`src/rtl/cfg_router_pkg.sv`:
```
package cfg_router_pkg;

  localparam logic [15:0] LATCH_PORT  = 16'h0CF8;
  localparam logic [13:0] WINDOW_DW   = 14'h033F;   // 0x0CFC >> 2
  localparam int          DEVFN_W     = 8;
  localparam int          MAP_DEPTH   = 1 << DEVFN_W;

  typedef enum logic [1:0] {
    PK_NONE   = 2'd0,
    PK_LATCH  = 2'd1,
    PK_WINDOW = 2'd2
  } port_kind_e;

  // offsets a host may write through the window
  function automatic logic offset_writable(input logic [7:0] off);
    return ((off >= 8'd4) && (off <= 8'd7)) || (off == 8'd12) ||
           (off == 8'd13) || (off > 8'd14);
  endfunction

endpackage

```
`src/rtl/cfg_addr_latch.sv`:
```
module cfg_addr_latch (
  input  logic        clk,
  input  logic        rst_n,
  input  logic        ld_en,
  input  logic [31:0] ld_data,
  output logic [31:0] latch_q,
  output logic        route_ok,
  output logic [7:0]  devfn,
  output logic [5:0]  dw_idx
);

  logic [31:0] latch_d;

  always_comb begin
    latch_d = latch_q;
    if (ld_en) latch_d = ld_data;
  end

  always_ff @(posedge clk or negedge rst_n) begin
    if (!rst_n) latch_q <= '0;
    else        latch_q <= latch_d;
  end

  assign route_ok = latch_q[31] && (latch_q[23:16] == 8'h00);
  assign devfn    = latch_q[15:8];
  assign dw_idx   = latch_q[7:2];

  assert_latch_load_R1: assert property (@(posedge clk) disable iff (!rst_n)
    ld_en |=> (latch_q == $past(ld_data)));

  assert_latch_hold_R1: assert property (@(posedge clk) disable iff (!rst_n)
    !ld_en |=> $stable(latch_q));

endmodule

```
`src/rtl/cfg_devfn_map.sv`:
```
module cfg_devfn_map
  import cfg_router_pkg::*;
#(
  parameter int NSLOT  = 4,
  parameter int SLOT_W = $clog2(NSLOT + 1)
) (
  input  logic              clk,
  input  logic              rst_n,
  input  logic [7:0]        lk_devfn,
  output logic [SLOT_W-1:0] lk_slot,
  output logic              lk_hit,
  input  logic              reg_valid,
  input  logic [7:0]        reg_devfn,
  output logic              reg_accept,
  output logic [SLOT_W-1:0] reg_slot,
  output logic              reg_full
);

  localparam logic [SLOT_W-1:0] UNASSIGNED = SLOT_W'(NSLOT);

  logic [SLOT_W-1:0] map_q [MAP_DEPTH];
  logic [SLOT_W-1:0] cnt_q, cnt_d;
  logic              free_entry;

  assign free_entry = (map_q[reg_devfn] == UNASSIGNED);
  assign reg_accept = reg_valid && free_entry && (cnt_q < UNASSIGNED);
  assign reg_full   = reg_valid && free_entry && (cnt_q == UNASSIGNED);
  assign reg_slot   = cnt_q;

  always_comb begin
    cnt_d = cnt_q;
    if (reg_accept) cnt_d = cnt_q + SLOT_W'(1);
  end

  always_ff @(posedge clk or negedge rst_n) begin
    if (!rst_n) cnt_q <= '0;
    else        cnt_q <= cnt_d;
  end

  always_ff @(posedge clk or negedge rst_n) begin
    if (!rst_n) begin
      for (int i = 0; i < MAP_DEPTH; i++) map_q[i] <= UNASSIGNED;
    end else if (reg_accept) begin
      map_q[reg_devfn] <= cnt_q;
    end
  end

  assign lk_slot = map_q[lk_devfn];
  assign lk_hit  = (lk_slot != UNASSIGNED);

  assert_slot_bound_R7: assert property (@(posedge clk) disable iff (!rst_n)
    cnt_q <= UNASSIGNED);

  assert_slot_order_R7: assert property (@(posedge clk) disable iff (!rst_n)
    reg_accept |=> (cnt_q == $past(cnt_q) + SLOT_W'(1)));

  assert_full_refused_R9: assert property (@(posedge clk) disable iff (!rst_n)
    reg_full |=> $stable(cnt_q));

  assert_no_double_grant_R8: assert property (@(posedge clk) disable iff (!rst_n)
    !(reg_accept && reg_full));

endmodule

```
`src/rtl/cfg_port_router.sv`:
```
module cfg_port_router
  import cfg_router_pkg::*;
#(
  parameter int NSLOT  = 4,
  parameter int SLOT_W = $clog2(NSLOT + 1)
) (
  input  logic                clk,
  input  logic                rst_n,
  input  logic                io_valid,
  input  logic                io_write,
  input  logic [15:0]         io_addr,
  input  logic [2:0]          io_len,
  input  logic [31:0]         io_wdata,
  output logic [31:0]         io_rdata,
  output logic                io_err,
  output logic [31:0]         cfg_data_shadow,
  input  logic                reg_valid,
  input  logic [7:0]          reg_devfn,
  output logic                reg_accept,
  output logic [SLOT_W-1:0]   reg_slot,
  output logic                reg_full,
  output logic [NSLOT-1:0]    tgt_sel,
  output logic                tgt_wr,
  output logic [7:0]          tgt_off,
  output logic [2:0]          tgt_len,
  output logic [31:0]         tgt_wdata,
  input  logic [NSLOT*32-1:0] tgt_rdata
);

  // reset: asserted asynchronously, released on a clock edge
  logic rst_meta_q, rst_sync_n;
  always_ff @(posedge clk or negedge rst_n) begin
    if (!rst_n) begin
      rst_meta_q <= 1'b0;
      rst_sync_n <= 1'b0;
    end else begin
      rst_meta_q <= 1'b1;
      rst_sync_n <= rst_meta_q;
    end
  end

  // port decode
  port_kind_e kind;
  always_comb begin
    if (io_addr == LATCH_PORT)          kind = PK_LATCH;
    else if (io_addr[15:2] == WINDOW_DW) kind = PK_WINDOW;
    else                                 kind = PK_NONE;
  end

  logic len_is4, len_ok, latch_ld, bad_acc;
  assign len_is4  = (io_len == 3'd4);
  assign len_ok   = (io_len == 3'd1) || (io_len == 3'd2) || len_is4;
  assign latch_ld = io_valid && io_write && (kind == PK_LATCH) && len_is4;
  assign bad_acc  = io_valid && ((kind == PK_NONE) || ((kind == PK_LATCH) && !len_is4));

  logic [31:0] latch_q;
  logic        route_ok;
  logic [7:0]  devfn;
  logic [5:0]  dw_idx;

  cfg_addr_latch u_latch (
    .clk      (clk),
    .rst_n    (rst_sync_n),
    .ld_en    (latch_ld),
    .ld_data  (io_wdata),
    .latch_q  (latch_q),
    .route_ok (route_ok),
    .devfn    (devfn),
    .dw_idx   (dw_idx)
  );

  logic [SLOT_W-1:0] lk_slot;
  logic              lk_hit;

  cfg_devfn_map #(.NSLOT(NSLOT), .SLOT_W(SLOT_W)) u_map (
    .clk        (clk),
    .rst_n      (rst_sync_n),
    .lk_devfn   (devfn),
    .lk_slot    (lk_slot),
    .lk_hit     (lk_hit),
    .reg_valid  (reg_valid),
    .reg_devfn  (reg_devfn),
    .reg_accept (reg_accept),
    .reg_slot   (reg_slot),
    .reg_full   (reg_full)
  );

  // routing
  logic       win_acc, routed, fwd_rd, fwd_wr, fwd_any;
  logic [7:0] off;
  assign win_acc = io_valid && (kind == PK_WINDOW);
  assign routed  = win_acc && route_ok && lk_hit && len_ok;
  assign off     = {dw_idx, io_addr[1:0]};
  assign fwd_rd  = routed && !io_write;
  assign fwd_wr  = routed && io_write && offset_writable(off);
  assign fwd_any = fwd_rd || fwd_wr;

  for (genvar g = 0; g < NSLOT; g++) begin : g_sel
    assign tgt_sel[g] = fwd_any && (lk_slot == SLOT_W'(g));
  end

  assign tgt_wr    = fwd_wr;
  assign tgt_off   = off;
  assign tgt_len   = io_len;
  assign tgt_wdata = io_wdata;

  logic [31:0] rd_mux;
  always_comb begin
    rd_mux = '0;
    for (int i = 0; i < NSLOT; i++)
      if (tgt_sel[i]) rd_mux = tgt_rdata[i*32 +: 32];
  end

  always_comb begin
    if (io_valid && !io_write && (kind == PK_LATCH)) io_rdata = latch_q;
    else if (fwd_rd)                                  io_rdata = rd_mux;
    else                                              io_rdata = '1;
  end

  // data shadow and error pulse
  logic [31:0] shadow_d;
  logic        err_d;
  always_comb begin
    shadow_d = cfg_data_shadow;
    if (win_acc && !io_write) shadow_d = io_rdata;
    else if (fwd_wr)          shadow_d = io_wdata << {io_addr[1:0], 3'b000};
    err_d = bad_acc;
  end

  always_ff @(posedge clk or negedge rst_sync_n) begin
    if (!rst_sync_n) begin
      cfg_data_shadow <= '0;
      io_err          <= 1'b0;
    end else begin
      cfg_data_shadow <= shadow_d;
      io_err          <= err_d;
    end
  end

  assert_sel_onehot_R11: assert property (@(posedge clk) disable iff (!rst_sync_n)
    $onehot0(tgt_sel));

  assert_sel_needs_req_R11: assert property (@(posedge clk) disable iff (!rst_sync_n)
    (tgt_sel != '0) |-> (io_valid && io_addr[15:2] == WINDOW_DW));

  assert_route_gate_R3: assert property (@(posedge clk) disable iff (!rst_sync_n)
    (tgt_sel != '0) |-> (latch_q[31] && latch_q[23:16] == 8'h00));

  assert_write_filter_R6: assert property (@(posedge clk) disable iff (!rst_sync_n)
    tgt_wr |-> !(tgt_off inside {[8'd0:8'd3], [8'd8:8'd11], 8'd14}));

  assert_miss_ones_R5: assert property (@(posedge clk) disable iff (!rst_sync_n)
    (io_valid && !io_write && io_addr[15:2] == WINDOW_DW && tgt_sel == '0)
      |-> (io_rdata == 32'hFFFF_FFFF));

  assert_err_cause_R2: assert property (@(posedge clk) disable iff (!rst_sync_n)
    io_err |-> $past(io_valid));

endmodule

```
`config.mk`:
```
export PLATFORM = sky130hd
export DESIGN_NAME = cfg_port_router
export DESIGN_NICKNAME = d
export VERILOG_FILES = /design/src/rtl/cfg_router_pkg.sv /design/src/rtl/cfg_addr_latch.sv /design/src/rtl/cfg_devfn_map.sv /design/src/rtl/cfg_port_router.sv
export SDC_FILE = /design/constraint.sdc
export NUM_CORES = 2
export LEC_CHECK = 0
export ABC_AREA = 1
export BUFFER_PORTS_ARGS = -buffer_cell sky130_fd_sc_hd__buf_4
export CAP_MARGIN = 20
export CORE_MARGIN = 2
export CORE_UTILIZATION = 30
export CTS_CLUSTER_DIAMETER = 100
export DETAILED_ROUTE_END_ITERATION = 16
export GPL_TIMING_DRIVEN = 0
export REMOVE_ABC_BUFFERS = 1
export SKIP_CTS_REPAIR_TIMING = 1
export SLEW_MARGIN = 15
export SYNTH_ARGS = -nofsm -noshare
export SYNTH_HDL_FRONTEND = slang
export SYNTH_SLANG_ARGS = --single-unit
```
`constraint.sdc`:
```
create_clock -name clk -period 23.4 [get_ports clk]
set_input_delay 4.68 -clock clk [delete_from_list [all_inputs] [get_ports clk]]
set_output_delay 4.68 -clock clk [all_outputs]
set_load 0.02 [all_outputs]
```
==> results.md <==
* Xor/xnor share of the synthesized area at less than 1%
* Unrepaired setup endpoints after global routing: false
* GRT Residual Overflow at 0
* Crit path depth at 16
* Compound-gate portion of the synthesized area at 11.60%
* Worst endpoint required time at 18.72 ns
* Final setup violation count at 0
* Seq/Total Area, Yosys at a little over two fifths
* Worst Setup SP: io_addr[13]
* Nets at around 7.3k
* Clock slew at reported path FFs at 0.06 ns
* First-pass GRT wire length at between 200 and 300 mm
* Via count at between 40k and 50k
* EDFF count, synth at 0
* # fillers at roughly 17k
* Post-Synth Adder-Cell Area at less than 1%
* H-tree lvl count at 3
* Pre-CTS WS at 8.461 ns
* Worst Tran Pin Value at roughly 1.1 ns
* Worst-path cell chain: buf_4 -> nor4_1 -> nand3_1 -> nor4_1 -> nand2_1 -> nor4_1 -> nand3_2 -> nand2_2 -> inv_2 -> nor2_4 -> nand2_4 -> inv_4 -> nand2_1 -> nand3_1 -> a21oi_1 -> buf_4
* Fin. Hold Viols at 0
* IO Count at just over 300
* Pleak at 27.43 nW
* VDD IR max at approximately 50 uV
* Max_cap viols at 0
* Critical path's slowest cell: nand2_2
* Drt pass-1 iters at 8
* GRT Total Usage at between 20% and 30%
* DRC violation count after routing at 0
* Register area at roughly 0.021 sq mm
* Max clock buf depth at 3
* Clock latency on the worst-skew pair at 0.69 ns
* Async S/R FF share, synth at 100.0%
* Critical Path Source Type: primary input
* Die area at about 0.17 sq mm
* Die W at roughly 410 microns
* Mux cell area share after synthesis at 0.3422%
* R2R cell count at 26
* Initial antenna violation count at 1
* Worst clock skew at approximately 0.033 ns
* WHS at about 0.33 ns
* Routed WL at ~190 mm
* Vias per inst at about 5
* TritonCTS clock tree: built
* Power Density at roughly 57 mW/mm^2
* CP endpoint kind: output pin
* Top FF cell, synth: dfrtp_1
* Warnings from Yosys at 0
* Wire per inst at 20.36 microns
* Row cnt at between 100 and 150
* Largest family of logic cells by synthesized area: simple AND/OR/NAND/NOR gates
* DP HPWL at 120.8 mm
* Cells after Synth at ~7.1k
* Crit path DAT at roughly 11 ns
* CTS Buf Count at 94
* Slew Limit Headroom at around 25%
* Ratio of cells with drive above 1 in the final layout at between 10 and 15%
* Yosys reg bits at approximately 840
* R2R Path Start: u_latch.latch_q[8]
* Crit share post-route at 64.88%
* Routed Antenna Nets at 0
* Critical Path Max Stage Delay at approximately 1.2 ns
* Simple-Gate Fraction of Synth Area at between 30 and 40%
* Fin. max-slew vios at 0
* Synthesis-to-finish area growth at 16.58%
* Cell Area, Synth at around 0.049 sq mm
* Total core area at roughly 0.16 sq mm
* Cell repeated most along the worst path: nor4_1
* Crit Path Class: in -> out
* Gpl congestion at about 0.94
* Port-buffer cells at approximately 310
* Max FO, Critical Path at 34
* Status: completed
* CP delay by family, top: simple AND/OR/NAND/NOR gates
* Crit path buffers/inverters at 4
* Cell variety after synth at between 40 and 50
* Vias in the first global route at ~46k
* Clock root buffer: clkbuf_16
* CTS sink cnt at about 840
* Initial drt markers at between 5k and 6k
* Syn_area_per_cell at slightly below 7 sq um
* Final WS setup at 8.217 ns
* Initial Utilization at between 30% and 40%
* Largest net degree at the start of global routing at 158
* Peak Freq at roughly 66 MHz
* Die height at 409.6 microns
* Worst hold path type: reg -> async
* Final Critical Period at 15.18 ns
* Area of the multi-input gates at 0.02107 sq mm
[power by group]
part | switching, W | internal (W)
Combinational | 0.000144 | 0.0000687
Sequential | 0.00000170 | 0.00145
Clock | 0.000651 | 0.000946
[cell families after synthesis]
logic type	count (synthesis)
compound gates	979
xor+xnor	1
fa+ha+maj	2
buf+inv	1710
flops	838
mux	15
other cells	1
simple gates	3547
[stage by stage]
stage	total power, W	area (sq um)	cells	utilization [%]	setup TNS (ns)
after floorplan	0.001559	46910	6620	-	-719.55
after global placement	0.001670	51950	9104	31.85	-
after detailed placement	0.001688	54230	9189	33.24	0
after CTS	0.003277	57500	9366	35.25	0
after global routing	0.003349	57540	9368	35.27	0
final	0.003264	57540	9369	35.27	0
[Yosys cell counts, drive strengths merged (18+ instances only)]
| cell type | number | area (sq um) |
|---|---|---|
| a21oi | 298 | 1491 |
| nand2 | 1691 | 6390 |
| o21ai | 336 | 1682 |
| a221oi | 114 | 998.5 |
| inv | 1235 | 4643 |
| a22o | 19 | 166.4 |
| o22ai | 147 | 919.6 |
| nor2 | 943 | 4010 |
| a31oi | 19 | 118.9 |
| buf | 301 | 1802 |
| dfstp | 256 | 6726 |
| nand3 | 849 | 4264 |
| dfrtp | 582 | 14560 |
| nand4 | 18 | 112.6 |
| clkbuf | 172 | 646.9 |
| o31ai | 23 | 172.7 |
| nor3 | 24 | 120.1 |
[metal layers]
layer	up-vias	wire length [microns]	global-route usage, %
met1	23020	78150	29.57
met5	-	27	0
met2	2393	86640	35.07
met4	2	7705	8.678
li1	22280	-	-
met3	426	18230	4.201
[cells in the final DEF, fill, tap and decap left out, drive strengths merged, types with 15 or more instances in the layout]
| master | n |
|---|---|
| dfrtp | 582 |
| o21ai | 336 |
| buf | 396 |
| mux2 | 15 |
| nor3 | 24 |
| clkbuf | 142 |
| nand2 | 1691 |
| clkinv | 22 |
| a31oi | 19 |
| o31ai | 23 |
| a21oi | 298 |
| nand4 | 18 |
| o22ai | 147 |
| a221oi | 114 |
| nand3 | 849 |
| a22o | 19 |
| inv | 1236 |
| nor2 | 943 |
| dfstp | 256 |
[worst paths after layout]
kind	endpoint	slack, ns
max	io_rdata[4]	8.22
min	cfg_data_shadow[19]	0.33
max reg2reg	cfg_data_shadow[17]	16.39
min reg2reg	cfg_data_shadow[19]	0.33
max in group asynchronous	rst_sync_n	19.52
min in group clk	rst_sync_n	0.36
[area by class of cell]
cell class / instances / area share (%)
clock inverter: 35 / 0.8871
timing repair buffer: 396 / 7.763
clock buffer: 142 / 4.790
tap: 2175 / 4.729
sequential: 838 / 37.05
inverter: 1237 / 8.158
antenna: 1 / 0.004349
multi-input combinational: 4545 / 36.62
[worst reg2reg max path, stage by stage, from the launching register on]
cell	delay [ns]
dfrtp_4	0.66
buf_16	0.30
buf_16	0.27
inv_16	0.51
buf_16	0.55
nand2_1	0.36
nand3_1	0.11
nand3_1	0.14
nand3_1	0.13
nand3_1	0.14
nand2_1	0.12
nand2_1	0.05
nand3_1	0.14
nand3_1	0.20
nand2_1	0.27
nor2_4	0.08
nand2_4	0.09
nand3_2	0.44
buf_16	0.38
nand2_4	0.48
nand2_4	0.61
o21ai_1	0.34
inv_1	0.06
nand2_1	0.07
nand2_1	0.08
nand2_1	0.24
nand2_1	0.09
[sequential cells by signal (all words and copies together), names as in the netlist]
name             count
u_map.reg_slot       3
rst_sync_n           1
rst_meta_q           1
io_err               1
u_map.map_q        768
cfg_data_shadow     32
u_latch.latch_q     32
Note: power is estimated with default switching activity, not from simulation.
